**config.mk**
```make
export PLATFORM = sky130hd
export DESIGN_NAME = tdc_unit
export DESIGN_NICKNAME = d
export VERILOG_FILES = /design/src/rtl/tdc_pkg.sv /design/src/rtl/tdc_delay_meas.sv /design/src/rtl/tdc_ssp_calc.sv /design/src/rtl/tdc_ssp_slots.sv /design/src/rtl/tdc_unit.sv
export SDC_FILE = /design/constraint.sdc
export NUM_CORES = 1
export LEC_CHECK = 0
export ABC_AREA = 0
export BUFFER_PORTS_ARGS = -buffer_cell sky130_fd_sc_hd__buf_2
export CAP_MARGIN = 20
export CORE_AREA = 5 5 203 205
export CTS_BUF_LIST = sky130_fd_sc_hd__clkbuf_4 sky130_fd_sc_hd__clkbuf_8 sky130_fd_sc_hd__clkbuf_16
export CTS_CLUSTER_DIAMETER = 200
export CTS_CLUSTER_SIZE = 12
export DETAILED_ROUTE_END_ITERATION = 6
export DIE_AREA = 0 0 208 210
export GPL_TIMING_DRIVEN = 1
export PLACE_DENSITY = 0.54
export SYNTH_ARGS = -nofsm -noshare
export SYNTH_HDL_FRONTEND = slang
export SYNTH_SLANG_ARGS = --single-unit
```
**constraint.sdc**
```tcl
create_clock -name clk -period 5.7 [get_ports clk]
set_input_delay 0.285 -clock clk [delete_from_list [all_inputs] [get_ports clk]]
set_output_delay 0.285 -clock clk [all_outputs]
set_load 0.02 [all_outputs]
```
**src/rtl/tdc_pkg.sv**
```systemverilog
package tdc_pkg;
    typedef enum logic [1:0] {
        MS_IDLE,
        MS_WAIT_TX,
        MS_COUNT,
        MS_HOLD
    } meas_state_t;
endpackage

```
**src/rtl/tdc_delay_meas.sv**
```systemverilog
module tdc_delay_meas
    import tdc_pkg::*;
#(
    parameter int CNT_W = 12,
    parameter int TQ_W  = 16
) (
    input  logic             clk,
    input  logic             rst_n,
    input  logic             arm,
    input  logic             tx_bit,
    input  logic             rx_bit,
    input  logic [TQ_W-1:0]  bit_tq,
    output logic [CNT_W-1:0] tdcv_meas,
    output logic             delay_err
);
    localparam int CMP_W = ((TQ_W > CNT_W) ? TQ_W : CNT_W) + 1;

    meas_state_t state, state_nx;
    logic [CNT_W-1:0] cnt;
    logic tx_q, rx_q;
    logic tx_fall, rx_fall, timeout;

    assign tx_fall = tx_q & ~tx_bit;
    assign rx_fall = rx_q & ~rx_bit;
    assign timeout = (CMP_W'(cnt) >= CMP_W'(bit_tq)) || (cnt == '1);

    always_comb begin
        state_nx = state;
        unique case (state)
            MS_IDLE:    if (arm) state_nx = MS_WAIT_TX;
            MS_WAIT_TX: if (arm) state_nx = MS_WAIT_TX;
                        else if (tx_fall) state_nx = rx_fall ? MS_HOLD : MS_COUNT;
            MS_COUNT:   if (arm) state_nx = MS_WAIT_TX;
                        else if (rx_fall || timeout) state_nx = MS_HOLD;
            MS_HOLD:    if (arm) state_nx = MS_WAIT_TX;
            default:    state_nx = MS_IDLE;
        endcase
    end

    always_ff @(posedge clk or negedge rst_n) begin
        if (!rst_n) state <= MS_IDLE;
        else        state <= state_nx;
    end

    always_ff @(posedge clk or negedge rst_n) begin
        if (!rst_n) begin
            tx_q      <= 1'b1;
            rx_q      <= 1'b1;
            cnt       <= '0;
            tdcv_meas <= '0;
            delay_err <= 1'b0;
        end else begin
            tx_q <= tx_bit;
            rx_q <= rx_bit;
            if (arm) begin
                cnt       <= '0;
                delay_err <= 1'b0;
            end else begin
                unique case (state)
                    MS_WAIT_TX: if (tx_fall) begin
                        if (rx_fall) tdcv_meas <= '0;
                        else         cnt <= CNT_W'(1);
                    end
                    MS_COUNT: begin
                        if (rx_fall) begin
                            tdcv_meas <= cnt;
                        end else if (timeout) begin
                            tdcv_meas <= '1;
                            delay_err <= 1'b1;
                        end else begin
                            cnt <= cnt + CNT_W'(1);
                        end
                    end
                    default: ;
                endcase
            end
        end
    end

    // a held measurement stays put until re-armed
    p_hold_stable_r3: assert property (@(posedge clk) disable iff (!rst_n)
        (state == MS_HOLD && !arm) |=> $stable(tdcv_meas));
    // a timeout always reports the saturated value
    p_sat_on_err_r7: assert property (@(posedge clk) disable iff (!rst_n)
        $rose(delay_err) |-> (tdcv_meas == '1));
    // arming clears the error
    p_arm_clears_r7: assert property (@(posedge clk) disable iff (!rst_n)
        arm |=> !delay_err);
endmodule

```
**src/rtl/tdc_ssp_calc.sv**
```systemverilog
module tdc_ssp_calc #(
    parameter int CNT_W = 12,
    parameter int BRP_W = 6,
    parameter int SEG_W = 8,
    localparam int TQ_W = SEG_W + 2 + BRP_W
) (
    input  logic             clk,
    input  logic             rst_n,
    input  logic             mode_auto,
    input  logic             mode_manual,
    input  logic             offset_rel,
    input  logic [CNT_W-1:0] tdcv_cfg,
    input  logic [CNT_W-1:0] tdcv_meas,
    input  logic [CNT_W-1:0] tdco_cfg,
    input  logic [CNT_W-1:0] tdcf_cfg,
    input  logic [BRP_W-1:0] brp,
    input  logic [SEG_W-1:0] prop_seg,
    input  logic [SEG_W-1:0] phase_seg1,
    input  logic [SEG_W-1:0] phase_seg2,
    output logic [CNT_W-1:0] ssp_pos,
    output logic [TQ_W-1:0]  bit_tq,
    output logic             mode_err
);
    localparam int SW = ((TQ_W > CNT_W) ? TQ_W : CNT_W) + 3;
    localparam logic signed [SW-1:0] ONE_S   = SW'(1);
    localparam logic signed [SW-1:0] POS_MAX = SW'((1 << CNT_W) - 1);

    logic [TQ_W-1:0] sp_seg, bit_seg, sp_tq;
    logic signed [SW-1:0] base_s, off_s, sp_s, tdco_sx;
    logic [CNT_W-1:0] comp_pos, sp_pos;
    logic filt;

    function automatic logic [CNT_W-1:0] clamp_pos(input logic signed [SW-1:0] v);
        if (v < ONE_S)        return CNT_W'(1);
        else if (v > POS_MAX) return '1;
        else                  return v[CNT_W-1:0];
    endfunction

    assign sp_seg  = TQ_W'(prop_seg) + TQ_W'(phase_seg1) + TQ_W'(1);
    assign bit_seg = sp_seg + TQ_W'(phase_seg2);
    assign sp_tq   = sp_seg * TQ_W'(brp);
    assign bit_tq  = bit_seg * TQ_W'(brp);

    assign sp_s    = $signed(SW'(sp_tq));
    assign tdco_sx = $signed({{(SW-CNT_W){tdco_cfg[CNT_W-1]}}, tdco_cfg});
    assign base_s  = $signed(SW'(mode_auto ? tdcv_meas : tdcv_cfg));
    assign off_s   = offset_rel ? (sp_s + tdco_sx) : $signed(SW'(tdco_cfg));

    assign comp_pos = clamp_pos(base_s + off_s);
    assign sp_pos   = clamp_pos(sp_s);
    assign filt     = (tdcf_cfg > tdco_cfg) && (comp_pos < tdcf_cfg);
    assign mode_err = mode_auto & mode_manual;

    always_comb begin
        unique case ({mode_auto, mode_manual})
            2'b10:   ssp_pos = filt ? sp_pos : comp_pos;
            2'b01:   ssp_pos = comp_pos;
            default: ssp_pos = sp_pos;
        endcase
    end

    // the position never drops to zero
    p_pos_nonzero_r6: assert property (@(posedge clk) disable iff (!rst_n)
        ssp_pos != '0);
    // an illegal mode falls back to the nominal point
    p_illegal_sp_r8: assert property (@(posedge clk) disable iff (!rst_n)
        mode_err |-> (ssp_pos == sp_pos));
endmodule

```
**src/rtl/tdc_ssp_slots.sv**
```systemverilog
module tdc_ssp_slots #(
    parameter int CNT_W = 12,
    parameter int NSSP  = 4,
    localparam int PTR_W = (NSSP > 1) ? $clog2(NSSP) : 1
) (
    input  logic             clk,
    input  logic             rst_n,
    input  logic             load,
    input  logic [CNT_W-1:0] load_pos,
    input  logic             flush,
    input  logic             rx_bit,
    output logic             ssp_strobe,
    output logic             rx_sample
);
    logic [NSSP-1:0] active, fire;
    logic [CNT_W-1:0] cnt [NSSP];
    logic [PTR_W-1:0] ptr;

    always_ff @(posedge clk or negedge rst_n) begin
        if (!rst_n)                                  ptr <= '0;
        else if (flush)                              ptr <= '0;
        else if (load && ptr == PTR_W'(NSSP - 1))    ptr <= '0;
        else if (load)                               ptr <= ptr + PTR_W'(1);
    end

    for (genvar i = 0; i < NSSP; i++) begin : g_slot
        assign fire[i] = active[i] && (cnt[i] == CNT_W'(1));
        always_ff @(posedge clk or negedge rst_n) begin
            if (!rst_n) begin
                active[i] <= 1'b0;
                cnt[i]    <= '0;
            end else if (flush) begin
                active[i] <= 1'b0;
            end else if (load && ptr == PTR_W'(i)) begin
                active[i] <= 1'b1;
                cnt[i]    <= load_pos;
            end else if (fire[i]) begin
                active[i] <= 1'b0;
            end else if (active[i]) begin
                cnt[i] <= cnt[i] - CNT_W'(1);
            end
        end
    end

    always_ff @(posedge clk or negedge rst_n) begin
        if (!rst_n) begin
            ssp_strobe <= 1'b0;
            rx_sample  <= 1'b1;
        end else begin
            ssp_strobe <= |fire;
            if (|fire) rx_sample <= rx_bit;
        end
    end

    // strobe is a single-cycle pulse
    p_one_cycle_r10: assert property (@(posedge clk) disable iff (!rst_n)
        ssp_strobe |=> !ssp_strobe);
    // a strobe needs a pending slot
    p_strobe_src_r11: assert property (@(posedge clk) disable iff (!rst_n)
        ssp_strobe |-> $past(|active));
    // leaving the data phase drops all pending slots
    p_flush_r11: assert property (@(posedge clk) disable iff (!rst_n)
        flush |=> (active == '0));
endmodule

```
**src/rtl/tdc_unit.sv**
```systemverilog
module tdc_unit #(
    parameter int CNT_W = 12,
    parameter int BRP_W = 6,
    parameter int SEG_W = 8,
    parameter int NSSP  = 4
) (
    input  logic             clk,
    input  logic             rst_n,
    input  logic             tx_bit,
    input  logic             rx_bit,
    input  logic             data_phase,
    input  logic             bit_start,
    input  logic             tdc_arm,
    input  logic             mode_auto,
    input  logic             mode_manual,
    input  logic             offset_rel,
    input  logic [CNT_W-1:0] tdcv_cfg,
    input  logic [CNT_W-1:0] tdco_cfg,
    input  logic [CNT_W-1:0] tdcf_cfg,
    input  logic [BRP_W-1:0] brp,
    input  logic [SEG_W-1:0] prop_seg,
    input  logic [SEG_W-1:0] phase_seg1,
    input  logic [SEG_W-1:0] phase_seg2,
    output logic             ssp_strobe,
    output logic             rx_sample,
    output logic [CNT_W-1:0] tdcv_meas,
    output logic             delay_err,
    output logic             mode_err
);
    localparam int TQ_W = SEG_W + 2 + BRP_W;

    logic [TQ_W-1:0]  bit_tq;
    logic [CNT_W-1:0] ssp_pos;

    tdc_delay_meas #(.CNT_W(CNT_W), .TQ_W(TQ_W)) meas_i (
        .clk(clk), .rst_n(rst_n), .arm(tdc_arm),
        .tx_bit(tx_bit), .rx_bit(rx_bit), .bit_tq(bit_tq),
        .tdcv_meas(tdcv_meas), .delay_err(delay_err)
    );

    tdc_ssp_calc #(.CNT_W(CNT_W), .BRP_W(BRP_W), .SEG_W(SEG_W)) calc_i (
        .clk(clk), .rst_n(rst_n),
        .mode_auto(mode_auto), .mode_manual(mode_manual), .offset_rel(offset_rel),
        .tdcv_cfg(tdcv_cfg), .tdcv_meas(tdcv_meas), .tdco_cfg(tdco_cfg),
        .tdcf_cfg(tdcf_cfg), .brp(brp), .prop_seg(prop_seg),
        .phase_seg1(phase_seg1), .phase_seg2(phase_seg2),
        .ssp_pos(ssp_pos), .bit_tq(bit_tq), .mode_err(mode_err)
    );

    tdc_ssp_slots #(.CNT_W(CNT_W), .NSSP(NSSP)) slots_i (
        .clk(clk), .rst_n(rst_n),
        .load(bit_start & data_phase), .load_pos(ssp_pos),
        .flush(~data_phase), .rx_bit(rx_bit),
        .ssp_strobe(ssp_strobe), .rx_sample(rx_sample)
    );
endmodule

```
==> results of run 1 <==
-- per-stage QoR --
stage	util, %	setup TNS (ns)
after floorplan	-	-202.69
after global routing	45.5	-240.87
after global placement	39.6	-271.01
final	45.5	-212.79
after CTS	44.2	-255.38
after detailed placement	39.6	-276.68
-- cell families (layout without fill, tap and decap cells) --
logic type | after synthesis | after routing | share of synthesized area, %
AND/OR/NAND/NOR | 548 | 548 | 22.5
adder cells (fa/ha/maj) | 222 | 222 | 26.8
buffers and inverters | 221 | 613 | 6.83
XOR/XNOR | 99 | 99 | 6.99
AO/OA/AOI/OAI | 315 | 316 | 16.6
multiplexers | 36 | 36 | 3.07
flip-flops | 85 | 85 | 17.2
-- critical path: cells and delay by family --
| kind | cells | cell delay, ns |
|---|---|---|
| adders and majority gates | 8 | 2.55 |
| and+or+nand+nor | 13 | 2.27 |
| xor gates and xnor gates | 2 | 0.35 |
| buffers and inverters | 8 | 0.88 |
| AOI/OAI and AO/OA | 18 | 3.27 |
-- layout make-up --
type | instances | share of cell area (%)
Multi-Input combinational cell | 1221 | 61.7
Timing Repair Buffer | 419 | 17.3
Sequential cell | 85 | 11.9
Inverter | 178 | 3.74
Tap cell | 525 | 3.68
Clock buffer | 9 | 1.26
Clock inverter | 7 | 0.448
-- routing by layer --
| layer | vias to the layer above | GRT usage (%) | wire, µm |
|---|---|---|---|
| li1 | 6032 | - | - |
| met1 | 5810 | 21.1 | 16800 |
| met4 | 2 | 4.78 | 900 |
| met2 | 202 | 31.7 | 19700 |
| met5 | - | 0 | 7 |
| met3 | 51 | 2.25 | 1140 |
-- state kept, by name (all words and copies together) (netlist names) --
signal / flops
slots_i.rx_sample: 1
meas_i.delay_err: 1
meas_i.state: 2
meas_i.cnt: 12
slots_i.ptr: 2
meas_i.rx_q: 1
slots_i.ssp_strobe: 1
slots_i.active: 4
meas_i.tdcv_meas: 12
slots_i.cnt: 48
meas_i.tx_q: 1
-- repair_timing --
item                                   CTS  global route
setup endpoints to repair               75            75
gates cloned                             3             1
pin swaps                              136            99
buffers inserted                        85            18
hold buffers                             1             0
endpoints found under the hold margin    6             0
gates resized for setup                189           112
-- Yosys cell counts (19+ instances only) --
master / instances
a21o_1: 24
a21oi_1: 114
and2_1: 51
and3_1: 19
clkbuf_1: 30
dfrtp_1: 82
fa_1: 73
ha_1: 149
inv_1: 178
mux2i_1: 20
nand2_1: 121
nand2b_1: 21
nand3_1: 25
nand4_1: 21
nor2_1: 143
nor2b_1: 43
nor3_1: 37
o21ai_0: 58
xnor2_1: 59
xor2_1: 40
-- how the worst max path moves through the flow --
stage	end	slack (ns)	cells after the start
final	slots_i.cnt[17]$_DFFE_PN0P_	-3.68	49
after global routing	slots_i.cnt[42]$_DFFE_PN0P_	-4.09	49
after CTS	slots_i.cnt[13]$_DFFE_PN0P_	-3.69	51
after detailed placement	slots_i.cnt[32]$_DFFE_PN0P_	-4.70	50
after global placement	slots_i.cnt[32]$_DFFE_PN0P_	-4.66	52
after floorplan	slots_i.cnt[13]$_DFFE_PN0P_	-3.55	48
==> flow_summary.toml, run 1 <==
[setup_path]
max_stage_delay_ns = 0.49
worstSetupPathType = "in2reg"
critical_path_arrival_ns = 9.58
cp-end-kind = "flop"
reg2reg_depth = 27
critPathMaxFanout = 5
r2r_start = "meas_i.tdcv_meas[0]$_DFFE_PN0P_"
critPathLaunchType = "input port"
slowest_stage = "fa_1"
crit_path_start = "phase_seg1[0]"
r2r-end = "slots_i.cnt[17]$_DFFE_PN0P_"
worst-endpoint-required_ns = 5.90
r2r_setup_slack_ns = 0.42

[finish]
drive_gt1_share_pct = 36.7
antenna_cells = 0
seqCellArea_um2 = 2130
design_area_um2 = 17900
fill_cells = 3834
layout_common_cells = "buf_4, inv_1, nor2_1"
nets = 2212
syn_to_final_growth_pct = 44.0
multiInputGateArea_um2 = 11000
instances_no_fill = 2444
final_common_cell = "buf_4"

[yosys]
synth_cells = 1526
synth-edff-count = 0
synth_cell_types = 79
synth_top_area_cell = "dfrtp_1"
synthTopCellsByArea = "dfrtp_1, ha_1, fa_1, inv_1, a21oi_1"
syn-num-nets = 1824
ys_warn_count = 0
yosys_register_bits = 85
yosysTopAreaCellShare_pct = 16.5
ys.flop_type = "dfrtp_1"
avgSynthCellArea_um2 = 8.13
synthArstFlopShare_pct = 100
seq_area_frac_synth_pct = 17.2
netlist_area_um2 = 12400

[placed_design]
port_buffers = 91
pre_cts_ws_ns = -4.70
hpwl_um = 30700
placed_area_um2 = 15500
dp_cells = 2362
gp_congestion = 0.921

[floorplan]
die_y_um = 210
core-area_um2 = 39300
start_util_pct = 31.6
rows = 73
die_w_um = 208
die_area_um2 = 43700
pin_count = 92

[clock_network]
htree_levels = 3
cts_buffer_depth = 2
cts_buffers = 9
clk_pin_slew_ns = 0.07
clkSinkCount = 85
cts_root_buf = "clkbuf_16"
clk_latency_ns = 0.35
cts_tree = "yes"

[routing]
ant_nets = 0
drt-vias-per-instance = 4.95
dr.first_iter.drc_count = 530
first_pass_iters = 5
vias = 12097
wl_per_cell_um = 15.7
finalWirelength_um = 38500
drc_errors = 0

[timing]
report.final.slew_viol_count = 0
period_share_pct = 165
final-hold-violation-count = 0
slew-limit-headroom_pct = 37.0
fin_skew_ns = 0.00999
fin_ws_ns = -3.68
final.min_clock_period_ns = 9.38
whs_ns = 0.0518
worstMarginPinSlew_ns = 0.945
setup_violations = 75
fmax_mhz = 107
rsz0062_at_grt = "yes"

[global_route]
grt_overflow = 0
first_global_vias = 12476
grt_pass1_wl_um = 62600
grt_max_degree = 80
antenna_found_initial = 1
track_usage_pct = 17.2

[hold_path]
hold_path_depth = 1
hp-class = "in2reg"
min_to = "meas_i.tx_q$_DFF_PN1_"
holdCritStartpoint = "tx_bit"

[outcome]
status = "finished, violations left"
violations = "setup timing"

[run]
drv_cap = 0
Power of run 1 is not shown: default switching activity piles up to over one toggle a cycle in this logic, so the estimate is an artifact.
==> run 2: changes to the inputs <==
CTS_BUF_LIST = sky130_fd_sc_hd__clkbuf_4   (was sky130_fd_sc_hd__clkbuf_4 sky130_fd_sc_hd__clkbuf_8 sky130_fd_sc_hd__clkbuf_16)
==> run 2 against run 1 <==
Against the previous run: the flow still finishes with violations (setup timing); die area did not move; cell area fell by 0.83%; first-iteration DRC count rose by 4.9%; largest cell class unchanged; clock skew rose by 0.014 ns.
==> flow_summary.toml, run 2 (synthesis gave the netlist of run 1 again) <==
[floorplan]
die_w_um = 208
die_area_um2 = 43700
die_y_um = 210
rows = 73
pin_count = 92
start_util_pct = 31.6
core-area_um2 = 39300

[routing]
finalWirelength_um = 38700
ant_nets = 0
first_pass_iters = 5
dr.first_iter.drc_count = 556
vias = 12160
drt-vias-per-instance = 4.97
wl_per_cell_um = 15.8
drc_errors = 0

[global_route]
antenna_found_initial = 1
first_global_vias = 12546
grt_max_degree = 80
grt_pass1_wl_um = 62600
track_usage_pct = 17.2
grt_overflow = 0

[finish]
seqCellArea_um2 = 2130
largest_reg_flops = 48
antenna_cells = 0
instances_no_fill = 2448
fill_cells = 3838
multiInputGateArea_um2 = 11000
syn_to_final_growth_pct = 42.8
nets = 2216
top_regs = "slots_i.cnt: 48 flops, meas_i.cnt: 12 flops, meas_i.tdcv_meas: 12 flops"
final_common_cell = "buf_4"
layout_common_cells = "buf_4, inv_1, nor2_1"
drive_gt1_share_pct = 36.1
largest-register = "slots_i.cnt"

[clock_network]
cts_root_buf = "clkbuf_4"
cts_tree = "yes"
clkSinkCount = 85
clk_pin_slew_ns = 0.16
htree_levels = 3
clk_latency_ns = 0.48
cts_buffer_depth = 2
cts_buffers = 9

[setup_path]
reg2reg_depth = 26
critical_path_arrival_ns = 9.58
critPathLaunchType = "input port"
cp_num_buf_inv = 9
critPathMaxFanout = 5
slowest_stage = "fa_1"
max_stage_delay_ns = 0.49
worstSetupPathType = "in2reg"
worst-endpoint-required_ns = 6.03
crit_family = "compound AO/OA/AOI/OAI gates"
crit_cells = 48
cp-end-kind = "flop"

[placed_design]
port_buffers = 91
pre_cts_ws_ns = -4.70
hpwl_um = 30700
gp_congestion = 0.921
dp_cells = 2362

[timing]
fmax_mhz = 108
setup_violations = 75
fin_ws_ns = -3.55
rsz0062_at_grt = "yes"
final-hold-violation-count = 0
report.final.slew_viol_count = 0
worstMarginPinSlew_ns = 0.921
period_share_pct = 162
slew-limit-headroom_pct = 38.6
final.min_clock_period_ns = 9.25
fin_skew_ns = 0.0238

[outcome]
status = "finished, violations left"
violations = "setup timing"

[run]
drv_cap = 0

[hold_path]
hp-class = "in2async"
[run 2: changes by cell type in the layout (fill, tap and decap cells not counted), sizes merged]
cell,change
buf,+3
clkbuf,-1
dlygate4sd3,+2
[run 2: final timing paths]
kind	startpoint	to	slack, ns
worst max-delay path	phase_seg1[0]	slots_i.cnt[41]$_DFFE_PN0P_	-3.55
worst min-delay path	rst_n	slots_i.cnt[42]$_DFFE_PN0P_	0.13
worst max register to register	meas_i.tdcv_meas[0]$_DFFE_PN0P_	slots_i.cnt[41]$_DFFE_PN0P_	0.41
worst min register to register	meas_i.state[1]$_DFFE_PN0P_	meas_i.state[1]$_DFFE_PN0P_	0.55
max in group asynchronous	rst_n	slots_i.rx_sample$_DFFE_PN1P_	4.64
min in group clk	tdc_arm	meas_i.delay_err$_DFFE_PN0P_	0.14
[run 2: repair_timing]
action | 4_1_cts | 5_1_grt
hold buffers | 3 | 0
resized for setup | 194 | 100
buffers inserted | 90 | 12
endpoints found under the setup margin | 75 | 75
pin swaps | 148 | 83
gates cloned | 3 | 1
endpoints found under the hold margin | 8 | 0
[run 2: metrics by stage]
stage | TNS [ns] | instance area, µm² | hold slack, ns | util (%)
CTS | -241.67 | 17200 | 0.0886 | 43.9
detailed placement | -276.68 | 15500 | 0.108 | 39.6
floorplan | -202.69 | 12600 | -0.0106 | -
global placement | -271.01 | 15500 | 0.103 | 39.6
global route | -232.67 | 17700 | 0.0948 | 45.1
finish | -206.62 | 17700 | 0.128 | 45.1
[run 2: final cells by class]
| type | instances | area share [%] |
|---|---|---|
| timing repair buffer | 423 | 17.8 |
| multi-input combinational | 1221 | 61.9 |
| inverter | 178 | 3.77 |
| sequential | 85 | 12.0 |
| clock inverter | 7 | 0.452 |
| tap | 525 | 3.71 |
| clock buffer | 9 | 0.381 |
[run 2: metal layers]
metal	track usage, %	wire [µm]	share of wire, %
met1	21.1	16700	43
met3	2.38	1200	3.1
met5	0	7	0.018
met2	31.7	19700	51
met4	4.64	1040	2.7
Power of run 2 is left out for the same reason.
